## src/rtl/vec_elem_seq.sv

```systemverilog
module vec_elem_seq #(
  parameter int XLEN   = 64,
  parameter int NREG   = 32,
  parameter int AW     = 5,
  parameter int VLW    = 7,
  parameter int CRW    = 32,
  parameter int CRFLD0 = 4
) (
  input  logic            clk,
  input  logic            rst_n,
  input  logic            start,
  input  logic [VLW-1:0]  vlen,
  input  logic [AW-1:0]   dst_base,
  input  logic [AW-1:0]   srca_base,
  input  logic [AW-1:0]   srcb_base,
  input  logic            dst_vec,
  input  logic            srca_vec,
  input  logic            srcb_vec,
  input  logic [1:0]      pred_mode,
  input  logic            pred_inv,
  input  logic [AW-1:0]   pred_reg,
  input  logic [CRW-1:0]  cr_in,
  input  logic            host_we,
  input  logic [AW-1:0]   host_addr,
  input  logic [XLEN-1:0] host_wdata,
  input  logic [AW-1:0]   host_raddr,
  output logic [XLEN-1:0] host_rdata,
  output logic            busy,
  output logic            done
);
  localparam int NFLD = CRW / 4;
  localparam logic [VLW-1:0] ONE = {{(VLW-1){1'b0}}, 1'b1};

  logic [XLEN-1:0] rf [NREG];
  logic            run;
  logic [VLW-1:0]  step;
  logic [VLW-1:0]  vlen_q;
  logic [AW-1:0]   d_q, a_q, b_q;
  logic            dv_q, av_q, bv_q, inv_q;
  logic [1:0]      mode_q;
  logic [XLEN-1:0] mask_q;
  logic [CRW-1:0]  cr_q;

  logic [AW-1:0]   lo, d_idx, a_idx, b_idx;
  logic [XLEN-1:0] sum, msh;
  logic [CRW-1:0]  csh;
  logic            en, last;
  int              fld;

  assign lo    = step[AW-1:0];
  assign d_idx = d_q + (dv_q ? lo : '0);
  assign a_idx = a_q + (av_q ? lo : '0);
  assign b_idx = b_q + (bv_q ? lo : '0);
  assign sum   = rf[a_idx] + rf[b_idx];
  assign host_rdata = rf[host_raddr];
  assign busy  = run;

  always_comb begin
    fld = CRFLD0 + int'(step);
    msh = mask_q >> step;
    csh = '0;
    if (fld < NFLD) csh = cr_q >> (CRW - 3 - 4 * fld);
    case (mode_q)
      2'b01:   en = (int'(step) < XLEN) && (msh[0] ^ inv_q);
      2'b10:   en = (fld < NFLD) && (csh[0] ^ inv_q);
      default: en = 1'b1;
    endcase
  end

  assign last = (step == vlen_q - ONE) || (!dv_q && en);

  always_ff @(posedge clk) begin
    if (!rst_n) begin
      run    <= 1'b0;
      done   <= 1'b0;
      step   <= '0;
      vlen_q <= '0;
      d_q    <= '0;
      a_q    <= '0;
      b_q    <= '0;
      dv_q   <= 1'b0;
      av_q   <= 1'b0;
      bv_q   <= 1'b0;
      inv_q  <= 1'b0;
      mode_q <= 2'b00;
      mask_q <= '0;
      cr_q   <= '0;
      for (int i = 0; i < NREG; i++) rf[i] <= '0;
    end else begin
      done <= 1'b0;
      if (!run) begin
        if (host_we) rf[host_addr] <= host_wdata;
        if (start) begin
          vlen_q <= vlen;
          d_q    <= dst_base;
          a_q    <= srca_base;
          b_q    <= srcb_base;
          dv_q   <= dst_vec;
          av_q   <= srca_vec;
          bv_q   <= srcb_vec;
          inv_q  <= pred_inv;
          mode_q <= pred_mode;
          mask_q <= rf[pred_reg];
          cr_q   <= cr_in;
          step   <= '0;
          if (vlen == '0) done <= 1'b1;
          else            run  <= 1'b1;
        end
      end else begin
        if (en) rf[d_idx] <= sum;
        if (last) begin
          run  <= 1'b0;
          done <= 1'b1;
          step <= '0;
        end else begin
          step <= step + ONE;
        end
      end
    end
  end
endmodule


```

## config.mk

```make
export PLATFORM = sky130hd
export DESIGN_NAME = vec_elem_seq
export DESIGN_NICKNAME = d
export VERILOG_FILES = /design/src/rtl/vec_elem_seq.sv
export SDC_FILE = /design/constraint.sdc
export NUM_CORES = 2
export LEC_CHECK = 0
export ABC_CLOCK_PERIOD_IN_PS = 15300
export BUFFER_PORTS_ARGS = -buffer_cell sky130_fd_sc_hd__buf_2
export CAP_MARGIN = 25
export CORE_UTILIZATION = 38
export CTS_BUF_LIST = sky130_fd_sc_hd__clkbuf_8
export CTS_CLUSTER_SIZE = 20
export DETAILED_ROUTE_END_ITERATION = 10
export GPL_ROUTABILITY_DRIVEN = 0
export PLACE_DENSITY_LB_ADDON = 0.25
export SLEW_MARGIN = 10
export SYNTH_ARGS = -nofsm -noshare
export SYNTH_HDL_FRONTEND = slang
export SYNTH_SLANG_ARGS = --single-unit
```

## constraint.sdc

```tcl
create_clock -name clk -period 15.3 [get_ports clk]
set_clock_uncertainty 0.2 [all_clocks]
set_input_delay 1.53 -clock clk [delete_from_list [all_inputs] [get_ports clk]]
set_output_delay 1.53 -clock clk [all_outputs]
set_load 0.02 [all_outputs]
```

; ---- Word-level counts from Yosys, hierarchy flattened
; Memories as Yosys holds them, arrays and structs flattened. A register that Yosys moved wholly into a read port is not among the register bits.
; Index checks and enable logic that the tools add are counted.
[totals]
input_bits = 143
regBits = 69
elab_cells = 74
memories = 1
out_inout_bits = 66
ramBits = 2048
[mem_list]
columns = memory, words, width, rd, rd_ports_with_merged_regs, write_ports, line_no
row1 = rf, 32, 64, 4, 1, 32, 34  ; logic [XLEN-1:0] rf [NREG];
[classes]
n_eq_ne = 3
n_reduce_logical = 11
n_lt_le_gt_ge = 2
add_sub_neg = 8
bitwise = 3
muxes = 31
n_shift = 2
[op_table]
columns = op, count
row1 = $mux W64, 2
row2 = $reduce_or A64 Y1, 2
row3 = $add A64 B64 Y64, 1
row4 = $shr A64 B7 Y1, 1
row5 = $shr A32 B32 Y1, 1
row6 = $mux W5, 5
row7 = $mux W7, 3
row8 = $mux W1, 20
row9 = $add A5 B5 Y5, 3
row10 = $sub A5 B10 Y11 const A, 1
row11 = $add A3 B7 Y8 const A, 1
row12 = $lt A8 B4 Y1 const B, 1
row13 = $add A7 B1 Y7 const B, 1
row14 = $eq A7 B7 Y1, 1
row15 = $logic_not A7 Y1, 1
row16 = $lt A7 B7 Y1 const B, 1
row17 = $sub A7 B1 Y7 const B, 1
row18 = $logic_and A1 B1 Y1, 3
row19 = $eq A2 B1 Y1 const B, 1
row20 = $eq A2 B2 Y1 const B, 1
row21 = $logic_not A1 Y1, 2
row22 = $pmux W1 S2, 1
row23 = $reduce_and A2 Y1, 1
row24 = $reduce_bool A2 Y1, 1
row25 = other kinds (3), 4

; ---- Depth between registers and ports, before layout
[logic_depth]
word_depth = 13
mapped_depth = 29
ltp_nobuf = 22

; ---- Worst setup path after synthesis
; No wires, ideal clock.
[synth_timing]
path_kind = reg-to-reg
startpoint = register step[0]
endpoint = memory rf[10][62] (data pin)
arrival_time_ps = 7244
period_less_slack_ps = 7710
path_stages_with_launch = 30
setup_ps = 266
required_ps = 14834
n_path_buf = 9
slack_ps = 7590
path_cell_list = dfxtp_1 > buf_2 > buf_4 > buf_1 > and2_1 > ha_1 > clkbuf_1 > buf_2 > clkbuf_1 > buf_1 > buf_1 > mux4_2 > nand2_1 > nand3_1 > nand3_1 > o21ai_0 > ha_1 > inv_1 > fa_1 > nor2b_1 > o2111ai_1 > a211oi_1 > a211oi_1 > a2111o_1 > o211a_1 > a2111oi_0 > o31ai_1 > a31oi_1 > clkbuf_1 > nor2_1
[synth_rtl]
columns = item, line_no
row1 = from (decl), 36  ; logic [VLW-1:0] step;
row2 = from (signal assigned), 116  ; step <= step + ONE;
row3 = to (decl), 34

==> results.sh <==
export IMPL_worstMarginPinSlew_ns=1.26
export IMPL_wire_per_inst_um=40.4
export IMPL_synth_top_area_cell="edfxtp_1"
export IMPL_arrival_ns=11.62
export IMPL_portBuffers=184
export IMPL_synthTopCellsByArea="edfxtp_1 (42%), mux4_2 (36%), nor2_1 (5.5%)"
export IMPL_numCtsBuffers=378
export IMPL_grt_pass1_wl_um=884000
export IMPL_max_slew_margin=0.157
export IMPL_grt_max_degree=116
export IMPL_crit_slowest_cell="fa_4"
export IMPL_die_h_um=622
export IMPL_areaGrowthSynthToFinish_pct=9.62
export IMPL_post_cts_resized=0
export IMPL_max_vdd_ir_drop_uv=71.8
export IMPL_drc=0
export IMPL_powerDensity_nw_per_um2=100
export IMPL_ctsHoldBuffers=0
export IMPL_post_dp_hpwl_um=360000
export IMPL_std_cell_rows=227
export IMPL_critPathMostFrequentCell="buf_4"
export IMPL_synth_top_area_share=0.422
export IMPL_avgSynthCellArea_sq_um=13.3
export IMPL_synth_seq_area_share=0.437
export IMPL_synth_area_sq_um=146000
export IMPL_layout_drive_gt1_share=0.324
export IMPL_via_per_inst=7.13
export IMPL_synth_cell_type_count=75
export IMPL_fmax_mhz=92.4
export IMPL_stdcell_area_sq_um=160000
export IMPL_final_cells=16100
export IMPL_synthFlopType="edfxtp_1"
export IMPL_dp_cells=15400
export IMPL_hold_ws_ns=0.271
export IMPL_p_leak_nw=55.0
export IMPL_end_kind="flip-flop"
export IMPL_initial_core_util=0.382
export IMPL_cts_tree="done"
export IMPL_cp_max_fo=47
export IMPL_coreArea_sq_um=382000
export IMPL_clockBufferDepth=4
export IMPL_outcome="complete, no violations"
export IMPL_fillers=34900
export IMPL_timing_final_crit_share=0.708
export IMPL_hold_path_class="flip-flop to flip-flop"
export IMPL_root_buffer="clkbuf_8"
export IMPL_firstDrtPassIters=6
export IMPL_drt_iter0_drc=21200
export IMPL_ant_nets=0
export IMPL_rsz0062_at_grt="no"
export IMPL_vias=115000
export IMPL_clk_latency_ns=1.21
export IMPL_multi_input_area_sq_um=78300
export IMPL_timing_hold_violations_final=0
export IMPL_wirelength_um=650000
export IMPL_finalSetupTns_ns=0
export IMPL_htree_levels=5
export IMPL_drv_slew=0
export IMPL_startpoint_type="flip-flop"
export IMPL_cpPeakStageDelay_ns=1.34
export IMPL_yosys_warnings=0
export IMPL_path_clk_slew_ns=0.06
export IMPL_antenna_found_initial=30
export IMPL_synth_nets=11200
export IMPL_synth_edf_count=2048
export IMPL_dieWidth_um=622
export IMPL_cap_violations=0
export IMPL_post_cts_buffers=0
export IMPL_synth_cells=11000
export IMPL_final_seq_area_sq_um=63700
export IMPL_gr_total_overflow=0
export IMPL_grt_util_all_layers=0.328
export IMPL_period_needed_ns=10.83
export IMPL_synth_async_reset_ratio=0
export IMPL_clock_sinks=2157
export IMPL_setup_viol=0
export IMPL_path_class="flip-flop to flip-flop"
export IMPL_p_total_mw=16.0
export IMPL_ys_ff_latch=2157
export IMPL_final_common_cell="mux4_2"
export IMPL_dpl_cell_area_sq_um=153000
export IMPL_dieArea_sq_um=386000
export IMPL_io_pins=209
export IMPL_worstPathCellList="buf_4 -> and2_1 -> ha_4 -> fa_4 -> buf_4 -> buf_4 -> mux4_2 -> nand2_1 -> nand3_1 -> nand3_1 -> o21ai_0 -> ha_1 -> nand4_1 -> nor4_1 -> nand3_1 -> a211oi_1 -> nor2_1 -> buf_4 -> mux2i_1 -> o21ai_0 -> nand2_1 -> nor2_1"
export IMPL_fin_nets=10900
export IMPL_grt_pass1_vias=111000
export IMPL_mostFrequentLayoutCells="mux4_2 (2321), nor2_1 (2119), edfxtp_1 (2048)"
export IMPL_required_ns=16.09
==> synth_stat cells (all sizes together) (4+ instances only) <==
cell and count:
nor4 8, o211ai 7, o211a 67, or4 4, o31a 4, nor3b 15, inv 33, mux2 67
a21oi 127, nand2 1477, o21bai 11, a211oi 11, xor2 32, nand3b 7, nand2b 15, nand4 19
o21a 12, a21boi 42, and3 13, buf 462, and2 17, mux2i 110, clkbuf 718, nor2 2119
a22oi 4, dfxtp 109, nor2b 11, a21o 35, xnor2 40, o31ai 7, o41ai 4, nand3 634
ha 81, fa 4, or2 6, mux4 2321, nor3 24, nor4b 4, edfxtp 2048, o21ai 198
a31oi 15
==> layout make-up <==
type,instances,share of cell area
well taps,5038,0.0394
inverters,33,0.000775
repair buffers,529,0.0270
multi-input cells,7614,0.490
clock inverters,273,0.00921
clock buffers,412,0.0355
flip-flops and latches,2157,0.398
diodes,18,0.000282
==> routing by layer <==
layer	GRT usage	up-vias	wire, um
met5	0	-	163
met4	0.231	24	54600
met3	0.112	2640	103000
li1	-	42500	-
met1	0.403	58200	210000
met2	0.485	11200	282000
==> report_power, final <==
| group | switching, mW | leakage [nW] | internal [mW] |
|---|---|---|---|
| registers | 0.208 | 22.2 | 6.70 |
| logic | 2.35 | 28.6 | 1.42 |
| clock network | 2.72 | 4.17 | 2.61 |
==> flip-flops by register name (all words and copies together), names as in the netlist <==
name    cells
rf       2048
mask_q     64
cr_q        8
step        7
vlen_q      7
a_q         5
b_q         5
d_q         5
mode_q      2
av_q        1
busy        1
bv_q        1
done        1
dv_q        1
inv_q       1
==> worst max-delay path, delay by kind of cell, from the launching register on <==
family / cells / cell delay [ns]
and+or+nand+nor: 10 / 3.47
DFF: 1 / 0.57
adders and majority gates: 3 / 2.08
AOI/OAI and AO/OA: 3 / 1.40
buffers and inverters: 4 / 2.18
muxes: 2 / 0.54
==> metrics by stage <==
stage	worst slack, ns	utilization
floorplan	7.59	-
global placement	4.94	0.398
detailed placement	4.95	0.399
CTS	4.87	0.418
global route	4.47	0.418
finish	4.47	0.418
==> kinds of logic after synthesis <==
logic type	share of synthesized area
compound gates	0.0266
xor+xnor	0.00432
fa+ha+maj	0.00750
buf+inv	0.0330
flops	0.437
mux	0.371
simple gates	0.121
==> path summary, 6_finish.rpt <==
| check | from | cells after the start | slack, ns | end |
|---|---|---|---|---|
| hold / removal | cr_q[21]$_SDFFE_PN0P_ | 2 | 0.27 | cr_q[21]$_SDFFE_PN0P_ |
| setup / recovery | step[0]$_SDFFE_PN0P_ | 22 | 4.47 | rf[24][60]$_SDFFCE_PN0P_ |
| hold reg to reg | cr_q[21]$_SDFFE_PN0P_ | 2 | 0.27 | cr_q[21]$_SDFFE_PN0P_ |
| setup reg to reg | step[0]$_SDFFE_PN0P_ | 22 | 4.47 | rf[24][60]$_SDFFCE_PN0P_ |
(Power assumes the default switching activity.)
